## src/rtl/kfr_pkg.sv

```systemverilog
package kfr_pkg;
  typedef enum logic [1:0] {
    ST_IDLE = 2'd0,
    ST_DATA = 2'd1,
    ST_PAR  = 2'd2
  } rx_state_t;

  localparam logic [7:0] RESEND_CODE = 8'hFE;
  localparam logic [7:0] EMPTY_BYTE  = 8'hFF;
endpackage

```

## src/rtl/kfr_line_cond.sv

```systemverilog
// Synchronizes both keyboard lines and filters the clock line.
// The filtered clock only changes after FILT_LEN equal samples in a row.
module kfr_line_cond #(
  parameter int FILT_LEN = 4
) (
  input  logic clk,
  input  logic rst,
  input  logic kb_clk_i,
  input  logic kb_dat_i,
  output logic dat_s_o,
  output logic rise_o
);
  localparam int SYNC_N = 2;

  logic [SYNC_N-1:0]   clk_sync;
  logic [SYNC_N-1:0]   dat_sync;
  logic [FILT_LEN-1:0] win;
  logic                filt_q;
  logic                filt_d;

  always_ff @(posedge clk) begin
    if (rst) begin
      clk_sync <= '1;
      dat_sync <= '1;
      win      <= '1;
      filt_q   <= 1'b1;
      filt_d   <= 1'b1;
    end else begin
      clk_sync <= {clk_sync[SYNC_N-2:0], kb_clk_i};
      dat_sync <= {dat_sync[SYNC_N-2:0], kb_dat_i};
      win      <= {win[FILT_LEN-2:0], clk_sync[SYNC_N-1]};
      if (&win)       filt_q <= 1'b1;
      else if (~|win) filt_q <= 1'b0;
      filt_d   <= filt_q;
    end
  end

  assign rise_o  = filt_q & ~filt_d;
  assign dat_s_o = dat_sync[SYNC_N-1];
endmodule

```

## src/rtl/kfr_frame_fsm.sv

```systemverilog
// Frame walker: idle -> data bits -> parity -> idle.
// Also runs the mid-frame timeout counter.
module kfr_frame_fsm
  import kfr_pkg::*;
#(
  parameter int DATA_W      = 8,
  parameter int TIMEOUT_CYC = 50000
) (
  input  logic              clk,
  input  logic              rst,
  input  logic              hold,
  input  logic              rise,
  input  logic              dat,
  output logic              push_o,
  output logic [DATA_W-1:0] rx_byte_o,
  output logic              resend_o,
  output logic              timeout_o
);
  localparam int BW = $clog2(DATA_W);
  localparam int TW = $clog2(TIMEOUT_CYC + 1);

  rx_state_t         st;
  logic [BW-1:0]     bit_idx;
  logic [DATA_W-1:0] shreg;
  logic              par;
  logic [TW-1:0]     gap_cnt;

  always_ff @(posedge clk) begin
    if (rst) begin
      st        <= ST_IDLE;
      bit_idx   <= '0;
      shreg     <= '0;
      par       <= 1'b0;
      gap_cnt   <= '0;
      push_o    <= 1'b0;
      rx_byte_o <= '0;
      resend_o  <= 1'b0;
      timeout_o <= 1'b0;
    end else begin
      push_o    <= 1'b0;
      resend_o  <= 1'b0;
      timeout_o <= 1'b0;
      if (hold) begin
        st      <= ST_IDLE;
        bit_idx <= '0;
        shreg   <= '0;
        par     <= 1'b0;
        gap_cnt <= '0;
      end else if (rise) begin
        gap_cnt <= '0;
        case (st)
          ST_IDLE: begin
            if (dat) resend_o <= 1'b1;   // start bit must be low
            else begin
              st      <= ST_DATA;
              bit_idx <= '0;
            end
          end
          ST_DATA: begin
            shreg   <= {dat, shreg[DATA_W-1:1]};
            par     <= par ^ dat;
            bit_idx <= bit_idx + 1'b1;
            if (bit_idx == BW'(DATA_W - 1)) st <= ST_PAR;
          end
          default: begin
            if (par ^ dat) begin
              push_o    <= 1'b1;
              rx_byte_o <= shreg;
            end else begin
              resend_o  <= 1'b1;
            end
            st    <= ST_IDLE;
            shreg <= '0;
            par   <= 1'b0;
          end
        endcase
      end else if (st != ST_IDLE) begin
        if (gap_cnt == TW'(TIMEOUT_CYC - 1)) begin
          timeout_o <= 1'b1;
          resend_o  <= 1'b1;
          st        <= ST_IDLE;
          shreg     <= '0;
          par       <= 1'b0;
          gap_cnt   <= '0;
        end else begin
          gap_cnt <= gap_cnt + 1'b1;
        end
      end
    end
  end
endmodule

```

## src/rtl/kfr_fifo.sv

```systemverilog
// Receive FIFO: storage is not reset, ready/valid read, sticky overflow.
module kfr_fifo
  import kfr_pkg::*;
#(
  parameter int DATA_W = 8,
  parameter int DEPTH  = 8
) (
  input  logic              clk,
  input  logic              rst,
  input  logic              push,
  input  logic [DATA_W-1:0] din,
  input  logic              rd_ready,
  output logic              rd_valid,
  output logic [DATA_W-1:0] rd_data,
  output logic              overflow
);
  localparam int AW = (DEPTH > 1) ? $clog2(DEPTH) : 1;
  localparam logic [AW:0] FULL_CNT = (AW+1)'(DEPTH);
  localparam logic [AW-1:0] LAST = AW'(DEPTH - 1);

  logic [DATA_W-1:0] mem [DEPTH];
  logic [AW-1:0]     wp;
  logic [AW-1:0]     rp;
  logic [AW:0]       cnt;
  logic              full;
  logic              empty;
  logic              pop;
  logic              wr;

  assign full  = (cnt == FULL_CNT);
  assign empty = (cnt == '0);
  assign pop   = rd_ready & ~empty;
  assign wr    = push & (~full | pop);

  always_ff @(posedge clk) begin
    if (wr) mem[wp] <= din;
  end

  always_ff @(posedge clk) begin
    if (rst) begin
      wp       <= '0;
      rp       <= '0;
      cnt      <= '0;
      overflow <= 1'b0;
    end else begin
      if (wr)  wp <= (wp == LAST) ? '0 : wp + 1'b1;
      if (pop) rp <= (rp == LAST) ? '0 : rp + 1'b1;
      case ({wr, pop})
        2'b10:   cnt <= cnt + 1'b1;
        2'b01:   cnt <= cnt - 1'b1;
        default: cnt <= cnt;
      endcase
      if (push & ~wr) overflow <= 1'b1;
    end
  end

  assign rd_valid = ~empty;
  assign rd_data  = empty ? DATA_W'(EMPTY_BYTE) : mem[rp];
endmodule

```

## src/rtl/kbd_frame_rx.sv

```systemverilog
module kbd_frame_rx
  import kfr_pkg::*;
#(
  parameter int DATA_W      = 8,
  parameter int DEPTH       = 8,
  parameter int FILT_LEN    = 4,
  parameter int TIMEOUT_CYC = 50000
) (
  input  logic              clk,
  input  logic              rst,
  input  logic              kb_clk_i,
  input  logic              kb_dat_i,
  input  logic              inhibit_i,
  output logic              kb_dat_pull_o,
  input  logic              rd_ready_i,
  output logic              rd_valid_o,
  output logic [DATA_W-1:0] rd_data_o,
  output logic              resend_o,
  output logic [7:0]        resend_code_o,
  output logic              timeout_o,
  output logic              overflow_o
);
  logic              inh_q;
  logic              dat_s;
  logic              rise;
  logic              push;
  logic [DATA_W-1:0] rx_byte;

  always_ff @(posedge clk) begin
    if (rst) inh_q <= 1'b0;
    else     inh_q <= inhibit_i;
  end
  assign kb_dat_pull_o = inh_q;

  kfr_line_cond #(.FILT_LEN(FILT_LEN)) u_cond (
    .clk      (clk),
    .rst      (rst),
    .kb_clk_i (kb_clk_i),
    .kb_dat_i (kb_dat_i),
    .dat_s_o  (dat_s),
    .rise_o   (rise)
  );

  kfr_frame_fsm #(.DATA_W(DATA_W), .TIMEOUT_CYC(TIMEOUT_CYC)) u_fsm (
    .clk       (clk),
    .rst       (rst),
    .hold      (inh_q),
    .rise      (rise),
    .dat       (dat_s),
    .push_o    (push),
    .rx_byte_o (rx_byte),
    .resend_o  (resend_o),
    .timeout_o (timeout_o)
  );

  kfr_fifo #(.DATA_W(DATA_W), .DEPTH(DEPTH)) u_fifo (
    .clk      (clk),
    .rst      (rst),
    .push     (push),
    .din      (rx_byte),
    .rd_ready (rd_ready_i),
    .rd_valid (rd_valid_o),
    .rd_data  (rd_data_o),
    .overflow (overflow_o)
  );

  assign resend_code_o = resend_o ? RESEND_CODE : 8'h00;
endmodule

```

## config.mk

```make
export PLATFORM = sky130hd
export DESIGN_NAME = kbd_frame_rx
export DESIGN_NICKNAME = d
export VERILOG_FILES = /design/src/rtl/kfr_pkg.sv /design/src/rtl/kfr_line_cond.sv /design/src/rtl/kfr_frame_fsm.sv /design/src/rtl/kfr_fifo.sv /design/src/rtl/kbd_frame_rx.sv
export SDC_FILE = /design/constraint.sdc
export NUM_CORES = 1
export LEC_CHECK = 0
export ABC_AREA = 0
export BUFFER_PORTS_ARGS = -buffer_cell sky130_fd_sc_hd__buf_2
export CAP_MARGIN = 20
export CORE_AREA = 2 2 131 101
export DETAILED_ROUTE_END_ITERATION = 8
export DIE_AREA = 0 0 133 103
export SLEW_MARGIN = 40
export SYNTH_ARGS = -nofsm -noshare
export SYNTH_HDL_FRONTEND = slang
export SYNTH_SLANG_ARGS = --single-unit
```

## constraint.sdc

```tcl
create_clock -name clk -period 3.1 [get_ports clk]
set_clock_uncertainty 0.1 [all_clocks]
set_input_delay 0.31 -clock clk [delete_from_list [all_inputs] [get_ports clk]]
set_output_delay 0.31 -clock clk [all_outputs]
set_load 0.02 [all_outputs]
```

==> qor.yml, run 1 <==
timing:
  final.hold.worst_slack_ns: 0.0103
  max_clock_freq_ghz: 0.381
  finalHoldViolations: 0
  final.period_utilization_pct: 84.7
  slew_headroom_pct: 58.6
  final_period_minus_worst_setup_slack_ns: 2.63
  slew_violations: 0
  setup_tns_ns: 0
  worst_tran_pin_value_ns: 0.618
  setup-violations-final: 0
  rsz_0062_raised_after_global_routing: "false"
clock_network:
  insertion_delay_ns: 0.41
  numClockSinks: 130
  ctsHoldBuffers: 2
  post_cts.repair.setup_buffers: 0
  cts_buf_count: 17
  tritoncts: "yes"
  clk_pin_slew_worst_paths_ns: 0.06
  clock-root-buffer: "clkbuf_16"
  cts.repair.resized: 0
  htree_levels: 4
  cts-root-to-sink-buffers: 2
route:
  first_pass_iters: 5
  routed_wirelength_um: 9600
  drt-wirelength-per-cell_um: 15.6
  detailroute.via_count: 3146
  drc: 0
  detail_route.iter0.violations: 176
  detail-route-antenna-nets: 0
  drt-vias-per-instance: 5.12
layout:
  num_antenna_cells: 0
  nFillCells: 1101
  seq_area_um2: 3240
  final_design_area_no_fill_um2: 6110
  combined_area_of_the_multi_input_logic_cells_um2: 1850
  flow.area_growth_from_synthesis_pct: 16.6
  layout-drive-gt1-share_pct: 23.3
  finish.net_count: 446
outcome:
  outcome: "finished, final reports clean"
global_route:
  gr_overflow_total: 0
  antenna_violations_before_repair: 0
  global_route.usage.total_pct: 15.3
  grt_max_degree: 35
  grt_first_pass_wirelength_um: 15700
  grt_pass1_vias: 3014
worst_hold_path:
  min_from: "inhibit_i"
  whs_path_depth: 2
  hold_path.class: "in2reg"
  holdPathEnd: "kb_dat_pull_o"
critical_path:
  buffers_plus_inverters_on_the_worst_setup_path: 1
  beginning_of_the_worst_register_to_register_path: "u_fifo.cnt[1]"
  critical_path.slowest_cell: "or4_1"
  worst-endpoint-arrival_ns: 2.86
  rr_worst_depth: 10
  end_kind: "register"
  critPathMaxFanout: 8
  regToRegSetupSlack_ns: 0.47
  setup.worst_path.class: "reg2reg"
  critical_path.top_delay_family: "simple AND/OR/NAND/NOR gates"
  critical_path.max_stage_delay_ns: 0.55
  timing.rr.end: "u_fifo.cnt[2]"
  worstPathRequired_ns: 3.33
  worst_setup_path_start_kind: "register"
  cell_by_cell_trace_of_the_critical_path: "or4_1 -> nand2_1 -> inv_1 -> ha_1 -> xor2_1 -> ha_1 -> a21oi_1 -> xor2_1 -> or3_1 -> a21oi_1"
synthesis:
  ys_seq_area_share_pct: 61.9
  synth.lib_cells_used.distinct: 55
  synthMostInstantiatedCell: "dfxtp_1"
  edff_count_synth: 64
  synth_cells: 397
  synth.cells.most_frequent: "dfxtp_1, edfxtp_1, nor2_1"
  post_synthesis_instance_area_um2: 5240
  synth_async_sr_flop_share_pct: 0
  synth.ff_latch_count: 130
  avgSynthCellArea_um2: 13.2
  postSynthNetCount: 413
  synth_top_cell_area_share_pct: 36.7
  most_used_flip_flop_cell_after_synthesis: "dfxtp_1"
  netlist.top_cell.by_area: "edfxtp_1"
  synth.top_cells.by_area: "edfxtp_1, dfxtp_1, mux4_2"
  yosysWarnings: 0
floorplan:
  fp.coreArea_um2: 12600
  fp.dieH_um: 103
  core_rows: 36
  io_pins: 27
  die_area_um2: 13700
  die_span_in_x_um: 133
  start_util_pct: 41.7
run:
  drv.max_cap_violation_count: 0
place:
  gp_congestion: 0.747
  hpwlAfterDp_um: 6250
  place.port_buffers: 25
  dpl-instance-area_um2: 5530
pwr:
  fin_total_pwr_mw: 3.67
  p_leak_nw: 2.21
  vdd.ir_drop.worst_mv: 0.367
  power-per-cell-area_nw_per_um2: 601
==> where the power goes <==
group	switching, mW	leakage [nW]	internal (mW)
clock	0.718	0.265	1.11
combinational	0.0244	0.817	0.0143
sequential	0.00603	1.13	1.79
total	0.748	2.21	2.92
==> flip-flops by register name, indices dropped and copies added, names as in the netlist, named ones only <==
name and cells:
u_fsm.shreg 8, u_fsm.push_o 1, u_cond.filt_d 1, kb_dat_pull_o 1, u_fsm.bit_idx 3, u_fifo.rp 3
u_fifo.overflow 1, u_cond.dat_sync 2, u_fifo.mem 64, u_fsm.resend_o 1, u_fsm.par 1, u_fsm.st 2
u_fifo.cnt 4, u_fifo.wp 3, u_cond.win 4, u_fsm.gap_cnt 16, u_cond.filt_q 1, u_fsm.timeout_o 1
u_fsm.rx_byte_o 8, u_cond.clk_sync 2
==> cell type report <==
| cell class | instances | area share [%] |
|---|---|---|
| Clock buffer | 18 | 7.19 |
| Clock inverter | 14 | 1.89 |
| Inverter | 2 | 0.123 |
| Multi-Input combinational cell | 240 | 30.3 |
| Sequential cell | 130 | 53.1 |
| Tap cell | 171 | 3.50 |
| Timing Repair Buffer | 39 | 3.85 |
==> worst max-delay path by stage <==
stage	startpoint	endpoint	slack, ns	cells past startpoint
after floorplan	u_fifo.cnt[1]	u_fifo.cnt[2]	0.55	10
after global placement	u_fifo.cnt[1]	u_fifo.cnt[2]	0.57	10
after detailed placement	u_fifo.cnt[0]	u_fifo.cnt[2]	0.51	10
after CTS	u_fifo.cnt[1]	u_fifo.cnt[2]	0.49	10
after global routing	u_fifo.cnt[1]	u_fifo.cnt[2]	0.26	10
final	u_fifo.cnt[1]	u_fifo.cnt[2]	0.47	10
==> per-stage QoR <==
stage | util (%) | worst slack, ns | std cells
floorplan | - | 0.549 | 397
global placement | 44.0 | 0.568 | 580
detailed placement | 44.0 | 0.510 | 580
CTS | 48.6 | 0.488 | 614
global route | 48.6 | 0.255 | 614
finish | 48.6 | 0.473 | 614
==> placed cells by master (no fill, tap or decap), types with 5 or more instances in the layout <==
cell type,count
dfxtp_1,66
edfxtp_1,64
nor2_1,42
buf_2,25
nand2_1,23
mux2i_1,21
clkbuf_16,17
mux4_2,16
a21oi_1,14
buf_4,12
or2_2,10
xor2_1,10
ha_1,10
nor3_1,8
a22o_1,8
xnor2_1,7
o21ai_0,7
or3_1,6
nand2b_1,6
nand3_1,6
nor4_1,5
clkinv_2,5
==> kinds of logic after synthesis <==
logic type      Yosys count  share of synthesized area, %
xor+xnor                 17                          2.84
mux                      38                          11.1
compound gates           45                          6.02
fa+ha+maj                10                          2.39
buf+inv                  27                          2.75
simple gates            129                          12.9
other cells               1                        0.0716
flops                   130                          61.9
==> per-layer routing <==
metal  share of wire (%)  global-route usage, %  up-vias  wire (µm)
li1                    -                      -     1528          -
met1                  49                   20.8     1557       4670
met2                  46                   22.9       55       4400
met3                 4.9                   5.26        6        467
met4                0.66                   5.54        0         63
met5                   0                      0        -          0
==> worst reg2reg max path: stages (launching register included) <==
cell,delay [ns]
dfxtp_1,0.37
or4_1,0.55
nand2_1,0.16
inv_1,0.09
ha_1,0.26
xor2_1,0.17
ha_1,0.18
a21oi_1,0.14
xor2_1,0.09
or3_1,0.31
a21oi_1,0.14
No activity file was read; power rests on OpenSTA's default activity.
==> run 2, diff against run 1 <==
Settings changed: ABC_AREA 0 to 1, CORE_AREA 2 2 131 101 to 2 2 133 103, DIE_AREA 0 0 133 103 to 0 0 135 105.
Clock period 3.1 ns to 2.4 ns, I/O delays scaled along.
==> qor.yml, run 2 <==
layout:
  flow.area_growth_from_synthesis_pct: 16.2
  finish.net_count: 628
  layout.cells.most_common_list: "nand2_1, dfxtp_1, edfxtp_1"
  final_core_util_pct: 49.4
  nFillCells: 1210
  largest_register_ffs: 64
  num_antenna_cells: 0
  registers.top_by_ff_count: "u_fifo.mem"
  mostFrequentLayoutCell: "nand2_1"
  reg_top3: "u_fifo.mem: 64 flops, u_fsm.gap_cnt: 16 flops"
  layout-drive-gt1-share_pct: 16.0
timing:
  rsz_0062_raised_after_global_routing: "false"
  slew_violations: 0
  setup-violations-final: 0
  worst_tran_pin_value_ns: 0.692
  max_clock_freq_ghz: 0.468
  final_period_minus_worst_setup_slack_ns: 2.14
  setup_tns_ns: 0
  slew_headroom_pct: 53.7
  final.period_utilization_pct: 89.0
  finalHoldViolations: 0
clock_network:
  cts_buf_count: 17
  cts-root-to-sink-buffers: 2
  numClockSinks: 130
  insertion_delay_ns: 0.41
  tritoncts: "yes"
  clock-root-buffer: "clkbuf_16"
  htree_levels: 4
  clk_pin_slew_worst_paths_ns: 0.06
critical_path:
  worst_setup_path_start_kind: "register"
  critical_path.slowest_cell: "dfxtp_2"
  regToRegSetupSlack_ns: 0.31
  beginning_of_the_worst_register_to_register_path: "u_fifo.cnt[0]"
  setup.worst_path.class: "reg2out"
  worst-endpoint-arrival_ns: 1.80
  end_kind: "primary output"
  timing.rr.end: "u_fifo.cnt[2]"
  timing.critical_path.mode_cell: "nand3_1"
  critPathMaxFanout: 20
  critical_path.max_stage_delay_ns: 0.47
  rr_worst_depth: 10
  worstPathRequired_ns: 2.06
  worst_setup_path_endpoint: "rd_data_o[0]"
  cell_by_cell_trace_of_the_critical_path: "buf_4 -> a21oi_1 -> o21ai_0 -> nand3_1 -> nand3_1 -> buf_2"
floorplan:
  fp.dieH_um: 105
  start_util_pct: 42.5
  io_pins: 27
  core_rows: 36
  die_span_in_x_um: 135
  die_area_um2: 14200
  fp.coreArea_um2: 12800
route:
  detailroute.via_count: 3873
  first_pass_iters: 7
  drc: 0
  detail-route-antenna-nets: 0
  drt-wirelength-per-cell_um: 13.9
  drt-vias-per-instance: 4.87
  detail_route.iter0.violations: 327
  routed_wirelength_um: 11100
synthesis:
  synth.top_cells.by_area: "edfxtp_1, dfxtp_1, nand2_1"
  edff_count_synth: 64
  synth_async_sr_flop_share_pct: 0
  netlist.top_cell.by_area: "edfxtp_1"
  yosysWarnings: 0
  synthMostInstantiatedCell: "nand2_1"
  synth_cells: 578
  most_used_flip_flop_cell_after_synthesis: "dfxtp_1"
  post_synthesis_instance_area_um2: 5440
  ys_seq_area_share_pct: 59.6
  postSynthNetCount: 594
  avgSynthCellArea_um2: 9.42
  synth_top_cell_area_share_pct: 35.3
  synth.cells.most_frequent: "nand2_1, dfxtp_1, edfxtp_1"
  synth.lib_cells_used.distinct: 34
  synth.ff_latch_count: 130
global_route:
  grt_first_pass_wirelength_um: 18300
  grt_max_degree: 33
  global_route.usage.total_pct: 16.7
  gr_overflow_total: 0
  grt_pass1_vias: 3639
  antenna_violations_before_repair: 0
place:
  gp_congestion: 0.846
  place.port_buffers: 25
  hpwlAfterDp_um: 7500
outcome:
  outcome: "finished, final reports clean"
pwr:
  vdd.ir_drop.worst_mv: 0.522
  p_leak_nw: 2.49
  power-per-cell-area_nw_per_um2: 1020
worst_hold_path:
  hold_path.class: "in2reg"
run:
  drv.max_cap_violation_count: 0
## run 2: logic make-up (layout without fill, tap and decap cells)
kind of cell | Yosys count | in the layout | share of synthesized area, %
fa+ha+maj | 10 | 10 | 2.30
simple gates | 251 | 251 | 21.2
xor+xnor | 10 | 10 | 1.61
flops | 130 | 130 | 59.6
other cells | 1 | 1 | 0.0689
compound gates | 87 | 87 | 8.30
buf+inv | 89 | 135 | 6.94
## run 2: power breakdown
part           total [mW]  internal, mW  switching [mW]
logic                1.56         0.535            1.02
registers            2.50          2.39           0.111
clock network        2.40          1.50           0.895
## run 2: layer usage
metal	share of wire (%)	routed length, µm	vias up	global-route usage (%)
li1	-	-	1981	-
met1	51	5660	1789	24.0
met2	43	4720	94	24.0
met3	5.2	577	9	4.42
met4	1.0	112	0	6.77
met5	0	0	-	0
## run 2: area by class of cell
type,instances,area [µm²],area share (%)
clock buffer,19,433,6.84
inverter,64,249,3.94
timing repair buffer,40,245,3.88
sequential,130,3240,51.3
clock inverter,12,118,1.86
multi-input combinational,359,1820,28.8
tap,171,214,3.38
## run 2: through the flow
stage | power (mW) | setup WS, ns | instance area [µm²] | instances | hold slack [ns]
6_report | 6.46 | 0.264 | 6320 | 795 | 0.0193
5_1_grt | 6.76 | 0.103 | 6320 | 795 | 0.0210
4_1_cts | 6.48 | 0.0420 | 6310 | 794 | 0.000936
3_5_place_dp | 4.05 | 0.328 | 5730 | 760 | 0.301
3_3_place_gp | 4.04 | 0.396 | 5730 | 760 | 0.296
2_1_floorplan | 3.57 | 0.311 | 5440 | 578 | 0.244
## run 2: worst min-delay path by stage
stage | start | to | slack (ns) | cells past startpoint
finish | rst | u_fsm.st[1] | 0.02 | 4
global route | rst | u_fsm.st[1] | 0.02 | 4
CTS | rst | u_fsm.st[1] | 0.0009 | 4
detailed placement | u_cond.clk_sync[1] | u_cond.win[0] | 0.30 | 1
global placement | u_cond.clk_sync[0] | u_cond.clk_sync[1] | 0.30 | 1
floorplan | kb_clk_i | u_cond.clk_sync[0] | 0.24 | 1
## run 2: timing repair
| action | CTS | global route |
|---|---|---|
| hold buffers | 3 | 0 |
| buffers inserted | 0 | 1 |
| endpoints found under the setup margin | 0 | 7 |
| hold endpoints to repair | 3 | 0 |
| resized for setup | 0 | 2 |
## run 2: critical path, delay by kind of cell, from the launching register on
kind | cells | cell delay (ns)
flip-flops | 1 | 0.47
AND/OR/NAND/NOR | 2 | 0.25
buffers and inverters | 2 | 0.45
AO/OA/AOI/OAI | 2 | 0.21
